### config.mk
export PLATFORM = sky130hd
export DESIGN_NAME = tmr_cmp_unit
export DESIGN_NICKNAME = d
export VERILOG_FILES = /design/src/rtl/tcu_pkg.sv /design/src/rtl/tcu_match_det.sv /design/src/rtl/tcu_out_ctl.sv /design/src/rtl/tcu_evt_gen.sv /design/src/rtl/tmr_cmp_unit.sv
export SDC_FILE = /design/constraint.sdc
export NUM_CORES = 1
export LEC_CHECK = 0
export BUFFER_PORTS_ARGS = -buffer_cell sky130_fd_sc_hd__buf_2
export CORE_ASPECT_RATIO = 0.5
export CORE_UTILIZATION = 50
export CTS_BUF_LIST = sky130_fd_sc_hd__clkbuf_8 sky130_fd_sc_hd__clkbuf_16
export DETAILED_ROUTE_END_ITERATION = 16
export MAX_ROUTING_LAYER = met4
export PLACE_DENSITY = 0.9
export REMOVE_ABC_BUFFERS = 1
export SKIP_CTS_REPAIR_TIMING = 1
export SYNTH_ARGS = -nofsm -noshare
export SYNTH_HDL_FRONTEND = slang
export SYNTH_HIERARCHICAL = 1
export SYNTH_SLANG_ARGS = --single-unit
export TNS_END_PERCENT = 5
### constraint.sdc
create_clock -name clk_i -period 2.5 [get_ports clk_i]
set_input_delay 0.125 -clock clk_i [delete_from_list [all_inputs] [get_ports clk_i]]
set_output_delay 0.125 -clock clk_i [all_outputs]
set_load 0.02 [all_outputs]
### src/rtl/tcu_pkg.sv
package tcu_pkg;
  localparam logic [3:0] MODE_OFF = 4'b0000;
  localparam logic [3:0] MODE_SET = 4'b1000;
  localparam logic [3:0] MODE_CLR = 4'b1001;
  localparam logic [3:0] MODE_TGL = 4'b0010;
  localparam logic [3:0] MODE_IRQ = 4'b1010;
  localparam logic [3:0] MODE_EVT = 4'b1011;

  function automatic logic mode_active(input logic [3:0] m);
    return (m == MODE_SET) || (m == MODE_CLR) || (m == MODE_TGL) ||
           (m == MODE_IRQ) || (m == MODE_EVT);
  endfunction
endpackage

### src/rtl/tcu_match_det.sv
module tcu_match_det #(
  parameter int TW = 16
) (
  input  logic          clk_i,
  input  logic          rst_ni,
  input  logic [TW-1:0] tmr_a_i,
  input  logic [TW-1:0] tmr_b_i,
  input  logic          sel_i,
  input  logic [TW-1:0] cmp_i,
  output logic          hit_o
);
  logic [TW-1:0] tmr_sel;
  logic          eq, eq_q;

  assign tmr_sel = sel_i ? tmr_b_i : tmr_a_i;
  assign eq      = (tmr_sel == cmp_i);

  always_ff @(posedge clk_i or negedge rst_ni) begin
    if (!rst_ni) eq_q <= 1'b0;
    else         eq_q <= eq;
  end

  // rising edge of equality only
  assign hit_o = eq & ~eq_q;
endmodule

### src/rtl/tcu_out_ctl.sv
module tcu_out_ctl
  import tcu_pkg::*;
(
  input  logic       clk_i,
  input  logic       rst_ni,
  input  logic       hit_i,
  input  logic [3:0] mode_i,
  input  logic       ctl_zero_i,
  input  logic       flag_clr_i,
  output logic       latch_o,
  output logic       flag_o
);
  logic latch_q, latch_d, flag_q, flag_set;

  assign flag_set = hit_i & mode_active(mode_i);

  always_comb begin
    latch_d = latch_q;
    if (ctl_zero_i) latch_d = 1'b0;
    else if (hit_i) begin
      unique case (mode_i)
        MODE_SET: latch_d = 1'b1;
        MODE_CLR: latch_d = 1'b0;
        MODE_TGL: latch_d = ~latch_q;
        default:  latch_d = latch_q;
      endcase
    end
  end

  always_ff @(posedge clk_i or negedge rst_ni) begin
    if (!rst_ni) begin
      latch_q <= 1'b0;
      flag_q  <= 1'b0;
    end else begin
      latch_q <= latch_d;
      if (flag_set)        flag_q <= 1'b1;
      else if (flag_clr_i) flag_q <= 1'b0;
    end
  end

  assign latch_o = latch_q;
  assign flag_o  = flag_q;


  ctl_zero_clears_chk: assert property (@(posedge clk_i) disable iff (!rst_ni)
    ctl_zero_i |=> !latch_o);

  flag_clear_chk: assert property (@(posedge clk_i) disable iff (!rst_ni)
    (flag_clr_i && !flag_set) |=> !flag_o);

  flag_set_chk: assert property (@(posedge clk_i) disable iff (!rst_ni)
    flag_set |=> flag_o);
endmodule

### src/rtl/tcu_evt_gen.sv
module tcu_evt_gen
  import tcu_pkg::*;
#(
  parameter bit ADC_TRIG_EN = 1'b1
) (
  input  logic       clk_i,
  input  logic       rst_ni,
  input  logic       hit_i,
  input  logic [3:0] mode_i,
  input  logic       sel_i,
  input  logic       adc_en_i,
  output logic       evt_o,
  output logic       tmr_a_rst_o,
  output logic       tmr_b_rst_o,
  output logic       adc_start_o
);
  logic evt_hit, evt_q, evt_sel_q;

  assign evt_hit = hit_i & (mode_i == MODE_EVT);

  always_ff @(posedge clk_i or negedge rst_ni) begin
    if (!rst_ni) begin
      evt_q     <= 1'b0;
      evt_sel_q <= 1'b0;
    end else begin
      evt_q     <= evt_hit;
      evt_sel_q <= sel_i;
    end
  end

  assign evt_o       = evt_q;
  assign tmr_a_rst_o = evt_q & ~evt_sel_q;
  assign tmr_b_rst_o = evt_q & evt_sel_q;

  generate
    if (ADC_TRIG_EN) begin : g_adc
      logic adc_q;
      always_ff @(posedge clk_i or negedge rst_ni) begin
        if (!rst_ni) adc_q <= 1'b0;
        else         adc_q <= evt_hit & adc_en_i;
      end
      assign adc_start_o = adc_q;
    end else begin : g_no_adc
      assign adc_start_o = 1'b0;
    end
  endgenerate


  adc_needs_evt_chk: assert property (@(posedge clk_i) disable iff (!rst_ni)
    adc_start_o |-> evt_o);

  one_timer_rst_chk: assert property (@(posedge clk_i) disable iff (!rst_ni)
    !(tmr_a_rst_o && tmr_b_rst_o));
endmodule

### src/rtl/tmr_cmp_unit.sv
module tmr_cmp_unit
  import tcu_pkg::*;
#(
  parameter int TW          = 16,
  parameter int MW          = 4,
  parameter bit ADC_TRIG_EN = 1'b1
) (
  input  logic          clk_i,
  input  logic          rst_ni,
  input  logic [TW-1:0] tmr_a_i,
  input  logic [TW-1:0] tmr_b_i,
  input  logic          tmr_sel_i,
  input  logic          cmp_wr_i,
  input  logic [TW-1:0] cmp_wdata_i,
  input  logic          ctl_wr_i,
  input  logic [MW-1:0] ctl_wdata_i,
  input  logic          flag_clr_i,
  input  logic          pin_drv_en_i,
  input  logic          adc_en_i,
  output logic          pin_o,
  output logic          pin_oe_o,
  output logic          flag_o,
  output logic          evt_o,
  output logic          tmr_a_rst_o,
  output logic          tmr_b_rst_o,
  output logic          adc_start_o
);
  logic [TW-1:0] cmp_q;
  logic [3:0]    mode_q;
  logic          hit, ctl_zero;

  assign ctl_zero = ctl_wr_i & (ctl_wdata_i == '0);

  always_ff @(posedge clk_i or negedge rst_ni) begin
    if (!rst_ni) begin
      cmp_q  <= '0;
      mode_q <= MODE_OFF;
    end else begin
      if (cmp_wr_i) cmp_q  <= cmp_wdata_i;
      if (ctl_wr_i) mode_q <= ctl_wdata_i[3:0];
    end
  end

  tcu_match_det #(.TW(TW)) u_match (
    .clk_i  (clk_i),
    .rst_ni (rst_ni),
    .tmr_a_i(tmr_a_i),
    .tmr_b_i(tmr_b_i),
    .sel_i  (tmr_sel_i),
    .cmp_i  (cmp_q),
    .hit_o  (hit)
  );

  tcu_out_ctl u_out (
    .clk_i     (clk_i),
    .rst_ni    (rst_ni),
    .hit_i     (hit),
    .mode_i    (mode_q),
    .ctl_zero_i(ctl_zero),
    .flag_clr_i(flag_clr_i),
    .latch_o   (pin_o),
    .flag_o    (flag_o)
  );

  tcu_evt_gen #(.ADC_TRIG_EN(ADC_TRIG_EN)) u_evt (
    .clk_i      (clk_i),
    .rst_ni     (rst_ni),
    .hit_i      (hit),
    .mode_i     (mode_q),
    .sel_i      (tmr_sel_i),
    .adc_en_i   (adc_en_i),
    .evt_o      (evt_o),
    .tmr_a_rst_o(tmr_a_rst_o),
    .tmr_b_rst_o(tmr_b_rst_o),
    .adc_start_o(adc_start_o)
  );

  assign pin_oe_o = pin_drv_en_i;


  irq_mode_pin_stable_chk: assert property (@(posedge clk_i) disable iff (!rst_ni)
    (hit && mode_q == MODE_IRQ && !ctl_zero) |=> $stable(pin_o));

  evt_with_flag_chk: assert property (@(posedge clk_i) disable iff (!rst_ni)
    $rose(evt_o) |-> flag_o);

  evt_single_cycle_chk: assert property (@(posedge clk_i) disable iff (!rst_ni)
    evt_o |=> !evt_o);
endmodule

After elaboration in Yosys (flattened, before gate mapping) --
Index checks and enable logic that the tools add are counted. Widths: inputs -> output; s select.
Operators by class: reduce and logical (&&, ||, !) cells 9, mux-type cells 6, bitwise logic cells 10, multiply operators 0, eq/ne operators 6, shift-type cells 0, magnitude comparators 0, div/mod/pow operators 0, add/subtract/negate cells 0
Operators by type and width (number):
- $eq 16x16->1 | 1
- $eq 4x4->1 const B | 4
- $mux 16 | 1
- $and 1x1->1 | 7
- $eq 4x2->1 const B | 1
- $logic_not 4->1 | 1
- $logic_or 1x1->1 | 4
- $mux 1 | 4
- $reduce_bool 2->1 | 2
- $reduce_bool 4->1 | 1
- $not 1->1 | 3
- $pmux 1 s3 | 1
- $reduce_and 2->1 | 1
Word-level totals: logic and storage cells 39, RAM bits 0, ROM bits 0, register bits 26, latch bits 0, memories kept 0

Longest topological paths before layout --
depth after elaboration 7, mapped depth 9, mapped depth without buffers 7

Cells and area by module --
Netlist, hierarchy kept.
Modules (own cells, without submodules):
- tmr_cmp_unit | cells each 45, area each 814.5 µm², instances 1
- tcu_match_det | cells each 41, area each 406.6 µm², instances 1
- tcu_out_ctl | cells each 12, area each 135.1 µm², instances 1
- tcu_evt_gen | cells each 9, area each 121.4 µm², instances 1

Least setup slack after synthesis --
OpenSTA, ideal clock, no wires.
path type input-to-reg, from input tmr_sel_i, to register u_out.latch_q (netlist: u_out/latch_o), slack 631 ps, required time 2406 ps, path buffers 2, stages 9, library setup time 94 ps, data arrival time 1776 ps, cell sequence buf_6 -> buf_12 -> mux2i_1 -> xor2_1 -> nand4_1 -> nor4_2 -> nor2b_1 -> o21ai_1 -> a221oi_2
Between the ends: longest elaborated chain between the ends 5
Ends and longest elaborated chain:
- start, declared | RTL line tmr_cmp_unit.sv:12 | input logic tmr_sel_i,
- $mux 16 | RTL line tcu_match_det.sv:15 | assign tmr_sel = sel_i ? tmr_b_i : tmr_a_i;
- $eq 16x16->1 | RTL line tcu_match_det.sv:16 | assign eq = (tmr_sel == cmp_i);
- via u_match.eq | RTL line tcu_match_det.sv:13 | logic eq, eq_q;
- $and 1x1->1 | RTL line tcu_match_det.sv:24 | assign hit_o = eq & ~eq_q;
- via hit | RTL line tmr_cmp_unit.sv:30 | logic hit, ctl_zero;
- $reduce_bool 2->1 (no line)
- $reduce_and 2->1 (no line)
- end signal, assigned | RTL line tcu_out_ctl.sv:35 | latch_q <= latch_d;
- end, declared | RTL line tcu_out_ctl.sv:13 | logic latch_q, latch_d, flag_q, flag_set;
The timed path passes the listed nets, and every way through them passes these cells. A chain may end at the register's enable or synchronous reset.

Worst setup path in the final report --
Same ends and word-level chain as after synthesis.

==> metrics.md <==
| Metric | Value |
|---|---|
| Antenna diodes | `0` |
| Global-route wire length before repair | `roughly 4400 µm` |
| Crit path arrival time | `between 2 and 2.5 ns` |
| Synth Flop Type | `dfrtp_1` |
| Number of max-cap violations | `0` |
| Seq/Total Area, Yosys | `44.0%` |
| Fill cell count | `about 220` |
| DP HPWL | `2240 µm` |
| Die height | `40.4 µm` |
| Finished layout cell area | `1830 µm²` |
| CTS Buffer Depth | `2` |
| Min Tclk post-route | `~2.2 ns` |
| Worst min-delay path class | `input port to register` |
| Fmax | `around 460 MHz` |
| Measured slew at the worst slew-check pin | `roughly 0.57 ns` |
| Die area | `around 3200 µm²` |
| P per Cell Area | `slightly above 500 nW/µm²` |
| Top cells by area, synth | `dfrtp_1 44%, mux2i_1 11%, mux2_4 10%` |
| Routing usage on met1 | `a little over a fifth` |
| GRT met3 Usage | `between 5 and 6%` |
| Area leader, netlist | `dfrtp_1` |
| Placed insts | `between 200 and 250` |
| EDFF count, synth | `0` |
| Sink Count | `26` |
| Final setup fails | `0` |
| Yosys Warn Count | `6` |
| Post-route setup TNS | `0 ns` |
| RSZ-0062 raised after global routing | `false` |
| CP Capture Type | `register` |
| Power Total | `0.000919 W` |
| Final net count | `roughly 230` |
| Core ar. | `approximately 2700 µm²` |
| Post-DP Area | `~1800 µm²` |
| Final antenna-violating net count | `0` |
| CTS root buf | `clkbuf_8` |
| Busiest grt layer | `met2` |
| DR pass1 iterations | `4` |
| Setup crit start kind | `input port` |
| Total gr overflow | `0` |
| Syn Inst Count | `107` |
| # DRC | `0` |
| Final clock skew | `about 0.0022 ns` |
| Number of synthesized register bits | `26` |
| Critical Path RT | `roughly 2.7 ns` |
| Total routed wirelength | `a little under 3000 µm` |
| IR Drop Worst-Case VDD | `0.000263 V` |
| Share of cells above drive strength 1 | `between 50% and 60%` |
| I/O pin count | `67` |
| Clock latency on the worst-skew pair | `approximately 0.27 ns` |
| Number of global-route vias before repair | `1007` |
| Static Leak | `0.935 nW` |
| Tot GR Track Use | `approximately a fifth` |
| Outcome | `finished clean` |
| Inserted Clock Buffers | `3` |
| Die width | `slightly below 80 µm` |
| Final instance count without filler cells | `around 210` |
| Clk slew on worst S/H paths | `0.08 ns` |
| Critical path class | `input port to register` |
| Vias | `~1000` |
| Starting DRT DRC Count | `28` |
| Final period util | `86.6%` |
| Avg Cell Area, Syn | `13.8 µm²` |
| Number of distinct library cells after synthesis | `25` |
| Final Hold Viols | `0` |
| Largest net degree at the start of global routing | `27` |
| GR Util met2 | `about two fifths` |
| Post-synth ARST share | `between 90% and 100%` |
| RePlAce Congestion | `roughly 0.8` |
| Top cell type's share of synthesized area | `between 40% and 50%` |
| DR vias/cell | `around 5.0` |
| Port Buf Inserts | `64` |
| Synthesized cell area | `around 1500 µm²` |
| CP max FO | `17` |
| Area growth syn-to-layout | `23.5%` |
| Max_slew headroom | `62.0%` |
| H-tree depth | `1` |
| Slowest stage delay, CP | `just over 0.4 ns` |
| Max-slew violation count | `0` |
| FP Rows | `13` |
| CTS tree | `yes` |
| Initial antenna violation count | `0` |
| Drt wl/cell | `between 10 and 15 µm` |
| CP cell instances | `buf_2, mux2i_1, xor2_1, nand4_1, nor4_2, nor2b_1, o21ai_1, a221oi_2` |
| Initial Utilization | `54.7%` |
| Critical-path top delay cell | `buf_2` |
final timing paths:
path | start | endpoint | slack, ns | cells after the start
setup / recovery | tmr_sel_i | u_out/latch_o | 0.33 | 8
hold / removal | flag_clr_i | u_out/flag_o | 0.06 | 2
setup reg to reg | cmp_q[13] | u_out/latch_o | 0.51 | 6
hold reg to reg | cmp_q[3] | cmp_q[3] | 0.53 | 1
max in group asynchronous | rst_ni | mode_q[0] | 1.75 | 2
min in group asynchronous | rst_ni | cmp_q[2] | 0.38 | 2
registers in the layout, indices dropped and copies added, names as in the netlist:
register / cells
u_evt/evt_sel_q: 1
u_match/eq_q: 1
mode_q: 4
u_evt/adc_start_o: 1
u_out/latch_o: 1
u_evt/evt_o: 1
u_out/flag_o: 1
cmp_q: 16
per-stage QoR:
| stage | utilization, % | hold WS, ns | worst slack [ns] |
|---|---|---|---|
| 2_1_floorplan | - | -0.171 | 0.832 |
| 3_3_place_gp | 65.7 | 0.146 | 0.249 |
| 3_5_place_dp | 65.7 | 0.155 | 0.139 |
| 4_1_cts | 67.2 | -0.140 | 0.350 |
| 5_1_grt | 67.6 | 0.0509 | 0.123 |
| 6_report | 67.6 | 0.0570 | 0.334 |
area by class of cell:
class | count | area [µm²] | area share, %
flip-flops and latches | 26 | 651 | 35.6
multi-input cells | 73 | 746 | 40.8
well taps | 37 | 46.3 | 2.54
inverters | 3 | 11.3 | 0.617
clock buffers | 3 | 41.3 | 2.26
repair buffers | 65 | 330 | 18.1
synth_stat cells (2+ instances only):
| cell type | number |
|---|---|
| dfrtp_1 | 26 |
| mux2i_1 | 16 |
| xor2_1 | 16 |
| mux2_2 | 10 |
| mux2_4 | 10 |
| inv_1 | 3 |
| nand4_1 | 3 |
| nor2b_1 | 3 |
| buf_12 | 2 |
| buf_6 | 2 |
| o21ai_0 | 2 |
worst max-delay path, delay by kind of cell:
kind	cells	cell delay (ns)
multiplexers	1	0.29
AO/OA/AOI/OAI	2	0.42
AND/OR/NAND/NOR	3	0.90
XOR/XNOR	1	0.20
buffers and inverters	1	0.41
logic make-up after synthesis:
family | synth area share, %
simple gates | 9.65
xor+xnor | 9.48
buf+inv | 5.50
mux | 28.6
compound gates | 2.71
flops | 44.0
routing by layer:
layer / up-vias / wire length (µm)
li1: 507 / -
met4: 0 / 53
met2: 33 / 1590
met3: 8 / 145
met1: 491 / 1190
met5: - / 0
power by group:
part           leakage, nW  internal (W)  total (W)  switching, W
Clock               0.0216      0.000108   0.000232      0.000124
Sequential           0.314      0.000456   0.000489     0.0000330
Combinational        0.599      0.000115   0.000197     0.0000825
Total                0.935      0.000679   0.000919      0.000239
cells in the final DEF (no fill, tap or decap):
cell type,n
a221oi_2,1
a22o_2,1
and2_1,1
buf_2,64
clkbuf_8,3
dfrtp_1,26
dlygate4sd3_1,1
inv_1,3
mux2_2,10
mux2_4,10
mux2i_1,16
nand2b_1,1
nand3_2,1
nand4_1,3
nand4_2,1
nor2b_1,3
nor3_1,1
nor3b_1,1
nor4_1,1
nor4_2,1
nor4b_2,1
nor4b_4,1
o21ai_0,2
o21ai_1,1
xor2_1,16
No activity file was read; power rests on OpenSTA's default activity.
